[src/rtl/wand_arb_pkg.sv]
package wand_arb_pkg;

  localparam int OCT_BITS = 8;

  typedef enum logic [1:0] {
    ST_IDLE,
    ST_ARB,
    ST_LOST,
    ST_HOLD
  } arb_state_e;

  // slot index of a bit position inside the arbitration octet, sent MSB first
  function automatic int slot_of_bit(input int base, input int bit_pos);
    return base + (OCT_BITS - 1 - bit_pos);
  endfunction

endpackage

[src/rtl/wand_arb_slot_dec.sv]
module wand_arb_slot_dec
  import wand_arb_pkg::*;
#(
  parameter int SLOT_W   = 6,
  parameter int ADDR_W   = 3,
  parameter int OCT_BASE = 16,
  parameter int IND_BIT  = 5,
  parameter int SEL_W    = (ADDR_W > 1) ? $clog2(ADDR_W) : 1
) (
  input  logic [SLOT_W-1:0] slot_idx_i,
  output logic              is_ind_o,
  output logic              is_addr_o,
  output logic [SEL_W-1:0]  addr_sel_o
);

  localparam int IND_SLOT = slot_of_bit(OCT_BASE, IND_BIT);

  logic [ADDR_W-1:0] hit;

  assign is_ind_o = (slot_idx_i == SLOT_W'(IND_SLOT));

  for (genvar g = 0; g < ADDR_W; g++) begin : g_hit
    localparam int BIT_SLOT = slot_of_bit(OCT_BASE, g);
    assign hit[g] = (slot_idx_i == SLOT_W'(BIT_SLOT));
  end

  assign is_addr_o = |hit;

  always_comb begin
    addr_sel_o = '0;
    for (int i = 0; i < ADDR_W; i++) begin
      if (hit[i]) addr_sel_o = SEL_W'(i);
    end
  end

endmodule

[src/rtl/wand_arb_penalty.sv]
module wand_arb_penalty (
  input  logic clk,
  input  logic rst_n,
  input  logic set_i,
  input  logic smp_i,
  input  logic free_i,
  output logic pen_o
);

  logic seen_q;

  always_ff @(posedge clk or negedge rst_n) begin
    if (!rst_n) begin
      pen_o  <= 1'b0;
      seen_q <= 1'b0;
    end else if (set_i) begin
      pen_o  <= 1'b1;
      seen_q <= 1'b0;
    end else if (pen_o && smp_i) begin
      if (!free_i)     seen_q <= 1'b0;
      else if (seen_q) pen_o  <= 1'b0;
      else             seen_q <= 1'b1;
    end
  end

  AST_PEN_TWO_FREE: assert property (@(posedge clk) disable iff (!rst_n)
    $fell(pen_o) |-> $past(seen_q && smp_i && free_i));

endmodule

[src/rtl/wand_arb_ctrl.sv]
module wand_arb_ctrl
  import wand_arb_pkg::*;
#(
  parameter int ADDR_W = 3,
  parameter int SEL_W  = 2
) (
  input  logic              clk,
  input  logic              rst_n,
  input  logic              fs_i,
  input  logic              stb_i,
  input  logic              line_i,
  input  logic              req_i,
  input  logic [ADDR_W-1:0] addr_i,
  input  logic              is_ind_i,
  input  logic              is_addr_i,
  input  logic [SEL_W-1:0]  addr_sel_i,
  input  logic              pen_i,
  output logic              pull_dn_o,
  output logic              grant_o,
  output logic              busy_o,
  output logic              hold_exit_o
);

  arb_state_e st_q;
  logic my_bit;
  logic ind_smp;
  logic bit_lost;

  assign my_bit   = addr_i[addr_sel_i];
  assign ind_smp  = stb_i && is_ind_i;
  assign bit_lost = stb_i && is_addr_i && my_bit && !line_i;

  always_ff @(posedge clk or negedge rst_n) begin
    if (!rst_n) begin
      st_q   <= ST_IDLE;
      busy_o <= 1'b0;
    end else begin
      if (ind_smp) busy_o <= !line_i;
      if (!req_i) begin
        st_q <= ST_IDLE;
      end else begin
        case (st_q)
          ST_IDLE: if (ind_smp && line_i && !pen_i) st_q <= ST_ARB;
          ST_ARB: begin
            if (fs_i) st_q <= ST_IDLE;
            else if (bit_lost) st_q <= ST_LOST;
            else if (stb_i && is_addr_i && addr_sel_i == '0) st_q <= ST_HOLD;
          end
          ST_LOST: if (fs_i) st_q <= ST_IDLE;
          default: ;
        endcase
      end
    end
  end

  assign grant_o     = (st_q == ST_HOLD);
  assign hold_exit_o = (st_q == ST_HOLD) && !req_i;
  assign pull_dn_o   = req_i && (((st_q == ST_HOLD) && is_ind_i) ||
                                 ((st_q == ST_ARB) && is_addr_i && !my_bit));

  AST_NO_DRIVE_NO_REQ: assert property (@(posedge clk) disable iff (!rst_n)
    !req_i |-> !pull_dn_o);

  AST_NO_START_BUSY: assert property (@(posedge clk) disable iff (!rst_n)
    (st_q == ST_IDLE && ind_smp && !line_i) |=> (st_q != ST_ARB));

  AST_LOSS_WITHDRAW: assert property (@(posedge clk) disable iff (!rst_n)
    (st_q == ST_ARB && req_i && !fs_i && bit_lost) |=> (st_q == ST_LOST && !grant_o));

  AST_GRANT_LAST_BIT: assert property (@(posedge clk) disable iff (!rst_n)
    $rose(grant_o) |-> $past(stb_i && is_addr_i && addr_sel_i == '0 && line_i == my_bit));

  AST_PEN_BLOCKS: assert property (@(posedge clk) disable iff (!rst_n)
    (pen_i && st_q == ST_IDLE && ind_smp) |=> (st_q != ST_ARB));

  AST_HOLD_PULLS_IND: assert property (@(posedge clk) disable iff (!rst_n)
    (grant_o && req_i && is_ind_i) |-> (pull_dn_o && !line_i));

endmodule

[src/rtl/wand_bus_arbiter.sv]
module wand_bus_arbiter #(
  parameter int SLOT_W   = 6,
  parameter int ADDR_W   = 3,
  parameter int OCT_BASE = 16,
  parameter int IND_BIT  = 5
) (
  input  logic              clk,
  input  logic              rst_n,
  input  logic              frame_sync_i,
  input  logic              slot_stb_i,
  input  logic [SLOT_W-1:0] slot_idx_i,
  input  logic              line_i,
  input  logic              req_i,
  input  logic [ADDR_W-1:0] addr_i,
  output logic              pull_dn_o,
  output logic              grant_o,
  output logic              busy_o
);

  localparam int SEL_W = (ADDR_W > 1) ? $clog2(ADDR_W) : 1;

  logic             is_ind;
  logic             is_addr;
  logic [SEL_W-1:0] addr_sel;
  logic             pen;
  logic             hold_exit;

  wand_arb_slot_dec #(
    .SLOT_W(SLOT_W), .ADDR_W(ADDR_W), .OCT_BASE(OCT_BASE),
    .IND_BIT(IND_BIT), .SEL_W(SEL_W)
  ) dec_i (
    .slot_idx_i(slot_idx_i),
    .is_ind_o  (is_ind),
    .is_addr_o (is_addr),
    .addr_sel_o(addr_sel)
  );

  wand_arb_penalty pen_i (
    .clk   (clk),
    .rst_n (rst_n),
    .set_i (hold_exit),
    .smp_i (slot_stb_i && is_ind),
    .free_i(line_i),
    .pen_o (pen)
  );

  wand_arb_ctrl #(.ADDR_W(ADDR_W), .SEL_W(SEL_W)) ctrl_i (
    .clk        (clk),
    .rst_n      (rst_n),
    .fs_i       (frame_sync_i),
    .stb_i      (slot_stb_i),
    .line_i     (line_i),
    .req_i      (req_i),
    .addr_i     (addr_i),
    .is_ind_i   (is_ind),
    .is_addr_i  (is_addr),
    .addr_sel_i (addr_sel),
    .pen_i      (pen),
    .pull_dn_o  (pull_dn_o),
    .grant_o    (grant_o),
    .busy_o     (busy_o),
    .hold_exit_o(hold_exit)
  );

  AST_RESET_QUIET: assert property (@(posedge clk)
    !rst_n |=> (!grant_o && !busy_o));

endmodule

[config.mk]
export PLATFORM = sky130hd
export DESIGN_NAME = wand_bus_arbiter
export DESIGN_NICKNAME = d
export VERILOG_FILES = /design/src/rtl/wand_arb_pkg.sv /design/src/rtl/wand_arb_slot_dec.sv /design/src/rtl/wand_arb_penalty.sv /design/src/rtl/wand_arb_ctrl.sv /design/src/rtl/wand_bus_arbiter.sv
export SDC_FILE = /design/constraint.sdc
export NUM_CORES = 1
export LEC_CHECK = 0
export BUFFER_PORTS_ARGS = -buffer_cell sky130_fd_sc_hd__buf_2
export CORE_MARGIN = 5
export CORE_UTILIZATION = 25
export CTS_CLUSTER_DIAMETER = 30
export DETAILED_ROUTE_END_ITERATION = 8
export PLACE_DENSITY_LB_ADDON = 0.08
export SLEW_MARGIN = 10
export SYNTH_ARGS = -nofsm -noshare
export SYNTH_HDL_FRONTEND = slang
export SYNTH_SLANG_ARGS = --single-unit
[constraint.sdc]
create_clock -name clk -period 1.26 [get_ports clk]
set_clock_uncertainty 0.15 [all_clocks]
set_input_delay 0.126 -clock clk [delete_from_list [all_inputs] [get_ports clk]]
set_output_delay 0.126 -clock clk [all_outputs]
set_load 0.03 [all_outputs]
==> results.cfg <==
[finish]
drive_gt1_share_pct = 59.0
layout_common_cells = buf_2 (15), buf_4 (10), buf_6 (6), dfrtp_1 (5)
antennaDiodeCount = 0
nFillCells = 145
area_delta_synth_final_pct = 82.0
nets = 94
layout_commonest_cell = buf_2
finish.utilization_pct = 47.9

[floorplan]
die_w_um = 49.8
num_rows = 14
pin_count = 18
initial_core_util_pct = 26.3
core-area_mm2 = 0.00151
chipHeight_um = 49.8
dieArea_mm2 = 0.00248

[drt]
num_vias = 455
vias_per_cell = 4.84
drtIter0Drc = 2
wl_per_cell_um = 12.2
drc = 0
ant_nets = 0
drt-pass1-iter-count = 2
wl_mm = 1.15

[sta]
maxClockFrequency_mhz = 588
slew_violations = 0
setup_viol = 5
setup_ws_ps = -442
worstMarginPinSlew_ps = 318
fin_crit_sh_pct = 135
slew_headroom_pct = 78.7
timing.final.crit_period_ps = 1700
hold_violations = 0
grt_setup_unrepaired = true
holdWs_ps = 13.8

[global_routing]
grt_first_pass_wirelength_mm = 1.91
grt_overflow_total = 0
antenna_found_initial = 0
grt_pass1_vias = 467
track_usage_pct = 9.81
grt_max_degree = 8

[setup_path]
end_kind = output pin
cp-start-kind = flop
reg2reg_slack_ps = -90
cp_max_fo = 3
arrival_ps = 1430
critical_path_class = reg -> out
crit_required_ps = 980

[clocking]
htreeDepth = 1
clkTransAtPathRegs_ps = 40
cts_buffer_depth = 2
cts_root_buffer = clkbuf_4
insertion_delay_ps = 240
clkSinkCount = 5
cts_buffers = 3
cts_tree = built

[synthesis]
syn_nets = 57
synth_top_family_by_area = simple AND/OR/NAND/NOR gates
synth-simple-area-share_pct = 37.9
synth_compound_area_share_pct = 17.4
yosys_warnings = 0
synthFlopType = dfrtp_1
syn_inst = 42
synth_area_per_cell_um2 = 9.44
synth_enable_flop_cells = 0
async_flop_share_pct = 100
synthMuxAreaShare_pct = 10.4
ys_seq_area_share_pct = 31.5
synth_area_leaders = dfrtp_1 (32%), mux2i_1 (7.6%), o21ai_0 (7.6%)
synth_xor_area_share_pct = 0
yosys.area.top_type_share_pct = 31.5
post_synth_num_cell_types = 20
syn_area_um2 = 397
synthAdderAreaFrac_pct = 0
synth_seq_cells = 5
yosysTopAreaCell = dfrtp_1

[placement]
io_buffers = 17
gp_congestion = 0.709
post-place-ws_ps = -244
dp.final_hpwl_um = 926

[power_and_ir_drop]
powerDensity_mw_per_mm2 = 655
ir_drop_uv = 488
p_leak_nw = 0.347

[min_path]
hold_class = in -> reg

[run_status]
violations = negative setup slack
outcome = finished, violations left

[flow_run]
maxCapViolCount = 0
[critical path, cell delays in order (launching register included)]
cell      delay [ps]
dfrtp_1          380
nand2b_4         150
o21ai_2          100
nand3b_1         130
a211oi_4         260
buf_6            160
[per-layer routing]
layer	vias to the layer above	part of all wire, %	GRT usage (%)	routed length [µm]
li1	227	-	-	-
met1	212	39	11.0	454
met2	14	50	16.7	579
met3	2	9.0	4.22	104
met4	0	1.0	2.62	12
met5	-	0	0	0
[registers in the layout, summed over array words and instances (netlist names)]
name and count:
ctrl_i.st_q 2, ctrl_i.busy_o 1, pen_i.pen_o 1, pen_i.seen_q 1
[power breakdown]
part | total [mW] | switching [mW] | internal [mW]
combinational | 0.116 | 0.0581 | 0.0582
clock | 0.181 | 0.0619 | 0.119
sequential | 0.175 | 0.00531 | 0.170
total | 0.473 | 0.125 | 0.348
[final cells by class]
class / instances / area (µm²) / area share, %
Multi-Input combinational cell: 34 / 312 / 43.2
Sequential cell: 5 / 125 / 17.3
Clock buffer: 4 / 26.3 / 3.64
Inverter: 3 / 11.3 / 1.56
Timing Repair Buffer: 32 / 228 / 31.5
Tap cell: 16 / 20.0 / 2.77
[logic make-up after synthesis]
kind of cell,Yosys count
AND/OR/NAND/NOR,19
AO/OA/AOI/OAI,11
flip-flops,5
multiplexers,4
buffers and inverters,3
[final timing paths]
path | to | startpoint | cells past startpoint
max in group asynchronous | pen_i.pen_o | rst_n | 2
hold reg to reg | ctrl_i.busy_o | ctrl_i.busy_o | 2
setup / recovery | pull_dn_o | ctrl_i.st_q[1] | 5
setup reg to reg | pen_i.pen_o | ctrl_i.st_q[1] | 7
hold / removal | ctrl_i.busy_o | line_i | 2
min in group asynchronous | pen_i.seen_q | rst_n | 2
[cell usage after synthesis (all sizes together) (2+ instances only)]
library cell  instances
nand2b                4
nand2                 3
dfrtp                 5
inv                   3
nand4b                3
o21ai                 6
nor2                  2
nand3                 2
mux2i                 3
[timing repair]
| item | 4_1_cts | 5_1_grt |
|---|---|---|
| setup buffers | 3 | 1 |
| setup endpoints to repair | 3 | 5 |
| hold endpoints to repair | 5 | 0 |
| hold buffers | 1 | 0 |
| pin swaps | 6 | 3 |
| gates resized for setup | 12 | 6 |
[per-stage QoR]
step	total power, mW	setup TNS (ps)	std cells	area, µm²
floorplan	0.220	-216	42	417
global placement	0.286	-764	85	597
detailed placement	0.286	-818	85	597
CTS	0.479	-576	93	699
global route	0.506	-1240	94	722
finish	0.473	-863	94	722
No activity file was read; power rests on OpenSTA's default activity.
